### config.mk
export PLATFORM = sky130hd
export DESIGN_NAME = sync_serial_port
export DESIGN_NICKNAME = d
export VERILOG_FILES = /design/src/rtl/ssp_pkg.sv /design/src/rtl/ssp_clkgen.sv /design/src/rtl/ssp_tx.sv /design/src/rtl/ssp_rx.sv /design/src/rtl/sync_serial_port.sv
export SDC_FILE = /design/constraint.sdc
export NUM_CORES = 1
export LEC_CHECK = 0
export BUFFER_PORTS_ARGS = -buffer_cell sky130_fd_sc_hd__buf_2
export CORE_ASPECT_RATIO = 0.6
export CORE_MARGIN = 2
export CORE_UTILIZATION = 45
export DETAILED_ROUTE_END_ITERATION = 10
export PLACE_DENSITY_LB_ADDON = 0.08
export SETUP_SLACK_MARGIN = 0.2
export SLEW_MARGIN = 20
export SYNTH_ARGS = -nofsm -noshare
export SYNTH_HDL_FRONTEND = slang
export SYNTH_SLANG_ARGS = --single-unit
export TNS_END_PERCENT = 30
### constraint.sdc
create_clock -name clk_i -period 2.7 [get_ports clk_i]
set_input_delay 0.135 -clock clk_i [delete_from_list [all_inputs] [get_ports clk_i]]
set_output_delay 0.135 -clock clk_i [all_outputs]
set_load 0.02 [all_outputs]
### src/rtl/ssp_pkg.sv
package ssp_pkg;
  parameter int unsigned SSP_BITS = 8;
  typedef logic [SSP_BITS-1:0] ssp_word_t;
  typedef enum logic {SRC_INT = 1'b0, SRC_EXT = 1'b1} ssp_src_e;
endpackage

### src/rtl/ssp_clkgen.sv
module ssp_clkgen #(
  parameter int DIV_W       = 8,
  parameter int SYNC_STAGES = 2
) (
  input  logic             clk_i,
  input  logic             rst_ni,
  input  logic             ext_i,
  input  logic [DIV_W-1:0] div_half_i,
  input  logic             more_i,
  input  logic             sclk_i,
  output logic             sclk_o,
  output logic             sclk_oe_o,
  output logic             fall_o,
  output logic             rise_o
);
  logic [DIV_W-1:0]     cnt_q;
  logic                 sclk_q;
  logic [SYNC_STAGES:0] sync_q;
  logic                 tc, park;
  logic                 int_fall, int_rise, ext_fall, ext_rise;

  // synchroniser chain plus one stage for edge detection
  for (genvar i = 0; i <= SYNC_STAGES; i++) begin : g_sync
    if (i == 0) begin : g_first
      always_ff @(posedge clk_i or negedge rst_ni)
        if (!rst_ni) sync_q[0] <= 1'b1;
        else         sync_q[0] <= sclk_i;
    end else begin : g_next
      always_ff @(posedge clk_i or negedge rst_ni)
        if (!rst_ni) sync_q[i] <= 1'b1;
        else         sync_q[i] <= sync_q[i-1];
    end
  end

  assign ext_fall = ext_i &&  sync_q[SYNC_STAGES] && !sync_q[SYNC_STAGES-1];
  assign ext_rise = ext_i && !sync_q[SYNC_STAGES] &&  sync_q[SYNC_STAGES-1];

  assign tc   = (cnt_q == div_half_i);
  assign park = sclk_q && !more_i;   // idle: rest high, divider held

  always_ff @(posedge clk_i or negedge rst_ni) begin
    if (!rst_ni) begin
      cnt_q  <= '0;
      sclk_q <= 1'b1;
    end else if (ext_i || park) begin
      cnt_q  <= '0;
      sclk_q <= 1'b1;
    end else if (tc) begin
      cnt_q  <= '0;
      sclk_q <= ~sclk_q;
    end else begin
      cnt_q  <= cnt_q + DIV_W'(1);
    end
  end

  assign int_fall = !ext_i && !park && tc &&  sclk_q;
  assign int_rise = !ext_i &&          tc && !sclk_q;

  assign fall_o    = int_fall | ext_fall;
  assign rise_o    = int_rise | ext_rise;
  assign sclk_o    = sclk_q;
  assign sclk_oe_o = !ext_i;

  always_comb begin
    if (rst_ni) begin
      a_r1_edge_exclusive: assert (!(fall_o && rise_o));
    end
  end

  a_r4_idle_high: assert property (@(posedge clk_i) disable iff (!rst_ni)
    (!ext_i && !more_i && sclk_q) |=> sclk_q);
endmodule

### src/rtl/ssp_tx.sv
module ssp_tx #(
  parameter int W = 8
) (
  input  logic         clk_i,
  input  logic         rst_ni,
  input  logic         fall_i,
  input  logic         wr_i,
  input  logic [W-1:0] data_i,
  output logic         empty_o,
  output logic         more_o,
  output logic         txd_o
);
  localparam int CW = $clog2(W + 1);

  logic [W-1:0]  hold_q, sh_q;
  logic [CW-1:0] bits_q;
  logic          full_q, act_q, txd_q;
  logic          last, load;

  assign last = (bits_q == CW'(W));
  assign load = fall_i && (!act_q || last) && full_q;

  always_ff @(posedge clk_i or negedge rst_ni) begin
    if (!rst_ni) begin
      sh_q   <= '0;
      bits_q <= '0;
      act_q  <= 1'b0;
      txd_q  <= 1'b1;
    end else if (fall_i) begin
      if (!act_q || last) begin
        if (full_q) begin
          txd_q  <= hold_q[0];
          sh_q   <= hold_q >> 1;
          bits_q <= CW'(1);
          act_q  <= 1'b1;
        end else begin
          act_q  <= 1'b0;   // line keeps last bit
        end
      end else begin
        txd_q  <= sh_q[0];
        sh_q   <= sh_q >> 1;
        bits_q <= bits_q + CW'(1);
      end
    end
  end

  always_ff @(posedge clk_i or negedge rst_ni) begin
    if (!rst_ni) begin
      hold_q <= '0;
      full_q <= 1'b0;
    end else if (load) begin
      full_q <= 1'b0;
    end else if (wr_i && !full_q) begin
      hold_q <= data_i;
      full_q <= 1'b1;
    end
  end

  assign empty_o = !full_q;
  assign more_o  = full_q || (act_q && !last);
  assign txd_o   = txd_q;

  a_r2_txd_on_fall: assert property (@(posedge clk_i) disable iff (!rst_ni)
    !$stable(txd_q) |-> $past(fall_i));
  a_r7_empty_on_load: assert property (@(posedge clk_i) disable iff (!rst_ni)
    $rose(empty_o) |-> $past(fall_i));
endmodule

### src/rtl/ssp_rx.sv
module ssp_rx #(
  parameter int W           = 8,
  parameter int SYNC_STAGES = 2
) (
  input  logic         clk_i,
  input  logic         rst_ni,
  input  logic         ext_i,
  input  logic         rise_i,
  input  logic         rxd_i,
  input  logic         rd_i,
  input  logic         ovr_clr_i,
  output logic [W-1:0] data_o,
  output logic         full_o,
  output logic         ovr_o
);
  localparam int CW = (W > 1) ? $clog2(W) : 1;

  logic [SYNC_STAGES-1:0] rsync_q;
  logic [W-1:0]           sh_q, data_q, next_word;
  logic [CW-1:0]          cnt_q;
  logic                   full_q, ovr_q, bit_in, done;

  // delay matches the clock synchroniser in external mode
  for (genvar i = 0; i < SYNC_STAGES; i++) begin : g_rsync
    if (i == 0) begin : g_first
      always_ff @(posedge clk_i or negedge rst_ni)
        if (!rst_ni) rsync_q[0] <= 1'b1;
        else         rsync_q[0] <= rxd_i;
    end else begin : g_next
      always_ff @(posedge clk_i or negedge rst_ni)
        if (!rst_ni) rsync_q[i] <= 1'b1;
        else         rsync_q[i] <= rsync_q[i-1];
    end
  end

  assign bit_in    = ext_i ? rsync_q[SYNC_STAGES-1] : rxd_i;
  assign next_word = {bit_in, sh_q[W-1:1]};
  assign done      = rise_i && (cnt_q == CW'(W - 1));

  always_ff @(posedge clk_i or negedge rst_ni) begin
    if (!rst_ni) begin
      sh_q  <= '0;
      cnt_q <= '0;
    end else if (rise_i) begin
      sh_q  <= next_word;
      cnt_q <= done ? '0 : cnt_q + CW'(1);
    end
  end

  always_ff @(posedge clk_i or negedge rst_ni) begin
    if (!rst_ni) begin
      data_q <= '0;
      full_q <= 1'b0;
      ovr_q  <= 1'b0;
    end else begin
      if (done && (!full_q || rd_i)) begin
        data_q <= next_word;
        full_q <= 1'b1;
      end else if (rd_i) begin
        full_q <= 1'b0;
      end
      if (done && full_q && !rd_i) ovr_q <= 1'b1;
      else if (ovr_clr_i)          ovr_q <= 1'b0;
    end
  end

  assign data_o = data_q;
  assign full_o = full_q;
  assign ovr_o  = ovr_q;

  a_r9_full_on_rise: assert property (@(posedge clk_i) disable iff (!rst_ni)
    $rose(full_q) |-> $past(rise_i));
  a_r10_keep_data: assert property (@(posedge clk_i) disable iff (!rst_ni)
    (full_q && !rd_i) |=> $stable(data_q));
  a_r10_ovr_needs_full: assert property (@(posedge clk_i) disable iff (!rst_ni)
    $rose(ovr_q) |-> $past(full_q));
endmodule

### src/rtl/sync_serial_port.sv
module sync_serial_port
  import ssp_pkg::*;
#(
  parameter int DIV_W       = 8,
  parameter int W           = SSP_BITS,
  parameter int SYNC_STAGES = 2
) (
  input  logic             clk_i,
  input  logic             rst_ni,
  input  logic             clk_src_i,
  input  logic [DIV_W-1:0] div_half_i,
  input  logic             sclk_i,
  output logic             sclk_o,
  output logic             sclk_oe_o,
  output logic             txd_o,
  input  logic             rxd_i,
  input  logic             tx_wr_i,
  input  logic [W-1:0]     tx_data_i,
  output logic             tx_empty_o,
  input  logic             rx_rd_i,
  output logic [W-1:0]     rx_data_o,
  output logic             rx_full_o,
  input  logic             ovr_clr_i,
  output logic             rx_ovr_o
);
  logic ext, fall, rise, more;

  assign ext = (ssp_src_e'(clk_src_i) == SRC_EXT);

  ssp_clkgen #(.DIV_W(DIV_W), .SYNC_STAGES(SYNC_STAGES)) u_clkgen (
    .clk_i, .rst_ni,
    .ext_i      (ext),
    .div_half_i,
    .more_i     (more),
    .sclk_i,
    .sclk_o,
    .sclk_oe_o,
    .fall_o     (fall),
    .rise_o     (rise)
  );

  ssp_tx #(.W(W)) u_tx (
    .clk_i, .rst_ni,
    .fall_i  (fall),
    .wr_i    (tx_wr_i),
    .data_i  (tx_data_i),
    .empty_o (tx_empty_o),
    .more_o  (more),
    .txd_o
  );

  ssp_rx #(.W(W), .SYNC_STAGES(SYNC_STAGES)) u_rx (
    .clk_i, .rst_ni,
    .ext_i     (ext),
    .rise_i    (rise),
    .rxd_i,
    .rd_i      (rx_rd_i),
    .ovr_clr_i,
    .data_o    (rx_data_o),
    .full_o    (rx_full_o),
    .ovr_o     (rx_ovr_o)
  );
endmodule

==> flow_summary.toml <==
[place]
io_buffers = 37
dp_hpwl_um = 3230
routabilityCongestion = 0.737
placed_area_mm2 = 0.00275

[clocking]
cts_root_buf = "clkbuf_8"
ctsHtreeMaxLevel = 2
numCtsBuffers = 5
cts_resized = 0
cts_sinks = 56
clk_pin_slew_ns = 0.09
clock_latency_ns = 0.30
cts_tree = "built"
clock_path_buffers = 2

[pwr]
p_leak_nw = 1.42
clockPowerShare = 0.249
seqPwrFrac = 0.553
power.total_mw = 2.12
ir_drop_mv = 0.362
switchingPower_mw = 0.567
power.density_mw_per_mm2 = 734
internal-power_mw = 1.55
swShare = 0.268
combPwrFrac = 0.198

[setup_path]
cp_slowest_cell = "o41a_4"
cp-start-kind = "flip-flop"
cp-end-kind = "flip-flop"
worstPathMaxFanout = 15
cp_cell_sequence = "xnor2_1, nand4_2, o41a_4, nor2_8, mux2_2"
crit_type = "flip-flop to flip-flop"
required_ns = 2.88
cp.arrival_ns = 2.33
slowest_delay_ns = 0.59

[timing]
post-route-min-period_ns = 2.15
fin_worst_skew_ns = 0.00530
fmax_mhz = 466
slew_headroom = 0.562
rsz0062_at_grt = "no"
worstMarginPinSlew_ns = 0.655
period_share = 0.795
tns_ns = 0
slew_viol_final = 0
hold_violations = 0
setup_viol = 0

[drt]
firstDrtPassIters = 4
vias_per_cell = 5.09
ant_nets = 0
drt-total-wl_um = 4290
top_layer = "met4"
wl_per_cell_um = 13.8
wl_met1_um = 2190
wl_met3_um = 214
wl_met2_um = 1870
drc_errors = 0
drt_iter0_drc = 83
num_vias = 1577

[global_route]
grt_pass1_vias = 1563
grt.total_usage = 0.156
grt_antenna_before_repair = 0
grt_max_degree = 45
grt_overflow = 0
grt_pass1_wl_um = 7340

[layout]
synthToLayoutAreaGrowth_pct = 15.5
final_nets = 272
fillCellCount = 456
final_util = 0.554
stdcell_area_mm2 = 0.00289
drive_above_1_share = 0.344
antenna_cells = 0

[synthesis]
synthCells = 200
ys_types = 41
synth-edff-count = 0
synth_nets = 229
synth_top_cell_area_share = 0.491
synthTopCellsByCount = "49 x dfrtp_1, 21 x mux2_2, 20 x o21ai_0, 15 x nor2_1, 11 x xnor2_1"
netlist_area_mm2 = 0.00250
ys_async_sr_fraction = 1.00
synth.area.top_cells = "dfrtp_1 49%, mux2_2 9.5%, dfstp_2 7.4%"
synth_seq_cells = 56
seq_area_frac_synth = 0.565
yosysWarnings = 0
yosysMostFrequentCell = "dfrtp_1"
avgSynthCellArea_um2 = 12.5
synth_ff_type = "dfrtp_1"
synth_area_leader_cell = "dfrtp_1"

[outcome]
status = "complete, no violations"

[min_path]
hold_class = "input pin to flip-flop"

[floorplanning]
start_util = 0.480
fp.dieArea_mm2 = 0.00618
die_y_um = 61.7
die_x_um = 100
pin_count = 38
core_area_mm2 = 0.00520
rows = 20

[flow_run]
cap_violations = 0
[metrics by stage]
stage               setup slack (ns)  hold WS [ns]  instances
floorplan                      0.822        -0.161        200
global placement               0.635        0.0240        299
detailed placement             0.583        0.0276        299
CTS                            0.561       0.00878        310
global route                   0.407       0.00691        310
finish                         0.553        0.0211        310
[critical path: cells and delay by family (launching register included)]
family	cells	cell delay (ns)
AND/OR/NAND/NOR	2	0.41
AO/OA/AOI/OAI	1	0.59
flip-flops	1	0.41
multiplexers	1	0.36
XOR/XNOR	1	0.25
[cell usage in the layout, fill, tap and decap left out, types with 2 or more instances in the layout]
cell / n
a211o_1: 2
a21oi_1: 3
and3_1: 3
buf_2: 37
buf_4: 2
clkbuf_1: 2
clkbuf_8: 5
dfrtp_1: 49
dfstp_2: 7
dlygate4sd3_1: 3
ha_1: 5
inv_1: 7
mux2_2: 21
mux2_4: 4
mux2i_1: 6
nand2_1: 9
nand2b_1: 4
nand3_1: 4
nor2_1: 15
o21ai_0: 20
xnor2_1: 11
xor2_1: 3
[layer usage]
metal	track usage	vias up
met2	0.246	31
met3	0.0470	2
met4	0.0489	0
met1	0.213	762
met5	0	-
li1	-	782
[state kept, by name (all words and copies together), names as in the netlist]
register	flops
u_rx.cnt_q	3
u_tx.bits_q	4
u_tx.hold_q	8
u_tx.act_q	1
u_tx.txd_o	1
u_rx.full_o	1
u_tx.sh_q	7
u_rx.sh_q	7
u_rx.data_o	8
u_clkgen.sync_q	3
u_tx.full_q	1
u_rx.ovr_o	1
u_clkgen.sclk_o	1
u_clkgen.cnt_q	8
u_rx.rsync_q	2
[power by group through the flow]
stage | combinational [mW] | clock [mW] | sequential [mW]
CTS | 0.429 | 0.550 | 1.17
floorplan | 0.282 | 0 | 1.18
detailed placement | 0.426 | 0 | 1.19
finish | 0.420 | 0.527 | 1.17
global route | 0.484 | 0.584 | 1.20
global placement | 0.407 | 0 | 1.18
[what timing repair did]
item	CTS	global route
setup buffers	0	0
hold buffers	3	0
hold endpoints to repair	14	0
[final cells by class]
class | count | area [um^2] | area share
clock buffers | 7 | 76.3 | 0.0265
well taps | 66 | 82.6 | 0.0286
inverters | 7 | 26.3 | 0.00911
repair buffers | 42 | 230 | 0.0798
clock inverters | 1 | 30.0 | 0.0104
multi-input cells | 131 | 1030 | 0.357
flip-flops and latches | 56 | 1410 | 0.489
[cells by family after synthesis]
family / share of synthesized area
AOI/OAI and AO/OA: 0.0902
muxes: 0.143
xor gates and xnor gates: 0.0491
buffers and inverters: 0.0230
adders and majority gates: 0.0251
and+or+nand+nor: 0.105
DFF: 0.565
[worst paths after layout]
| kind | depth (start not counted) | from | slack [ns] | endpoint |
|---|---|---|---|---|
| worst max-delay path | 5 | u_clkgen.cnt_q[6] | 0.55 | u_rx.data_o[4] |
| worst min-delay path | 2 | ovr_clr_i | 0.02 | u_rx.ovr_o |
| worst max register to register | 5 | u_clkgen.cnt_q[6] | 0.55 | u_rx.data_o[4] |
| worst min register to register | 0 | u_clkgen.sync_q[0] | 0.36 | u_clkgen.sync_q[1] |
| max in group asynchronous | 3 | rst_ni | 1.62 | u_clkgen.sclk_o |
| min in group asynchronous | 2 | rst_ni | 0.24 | u_tx.sh_q[4] |
Power figures use the tool's default switching activity.
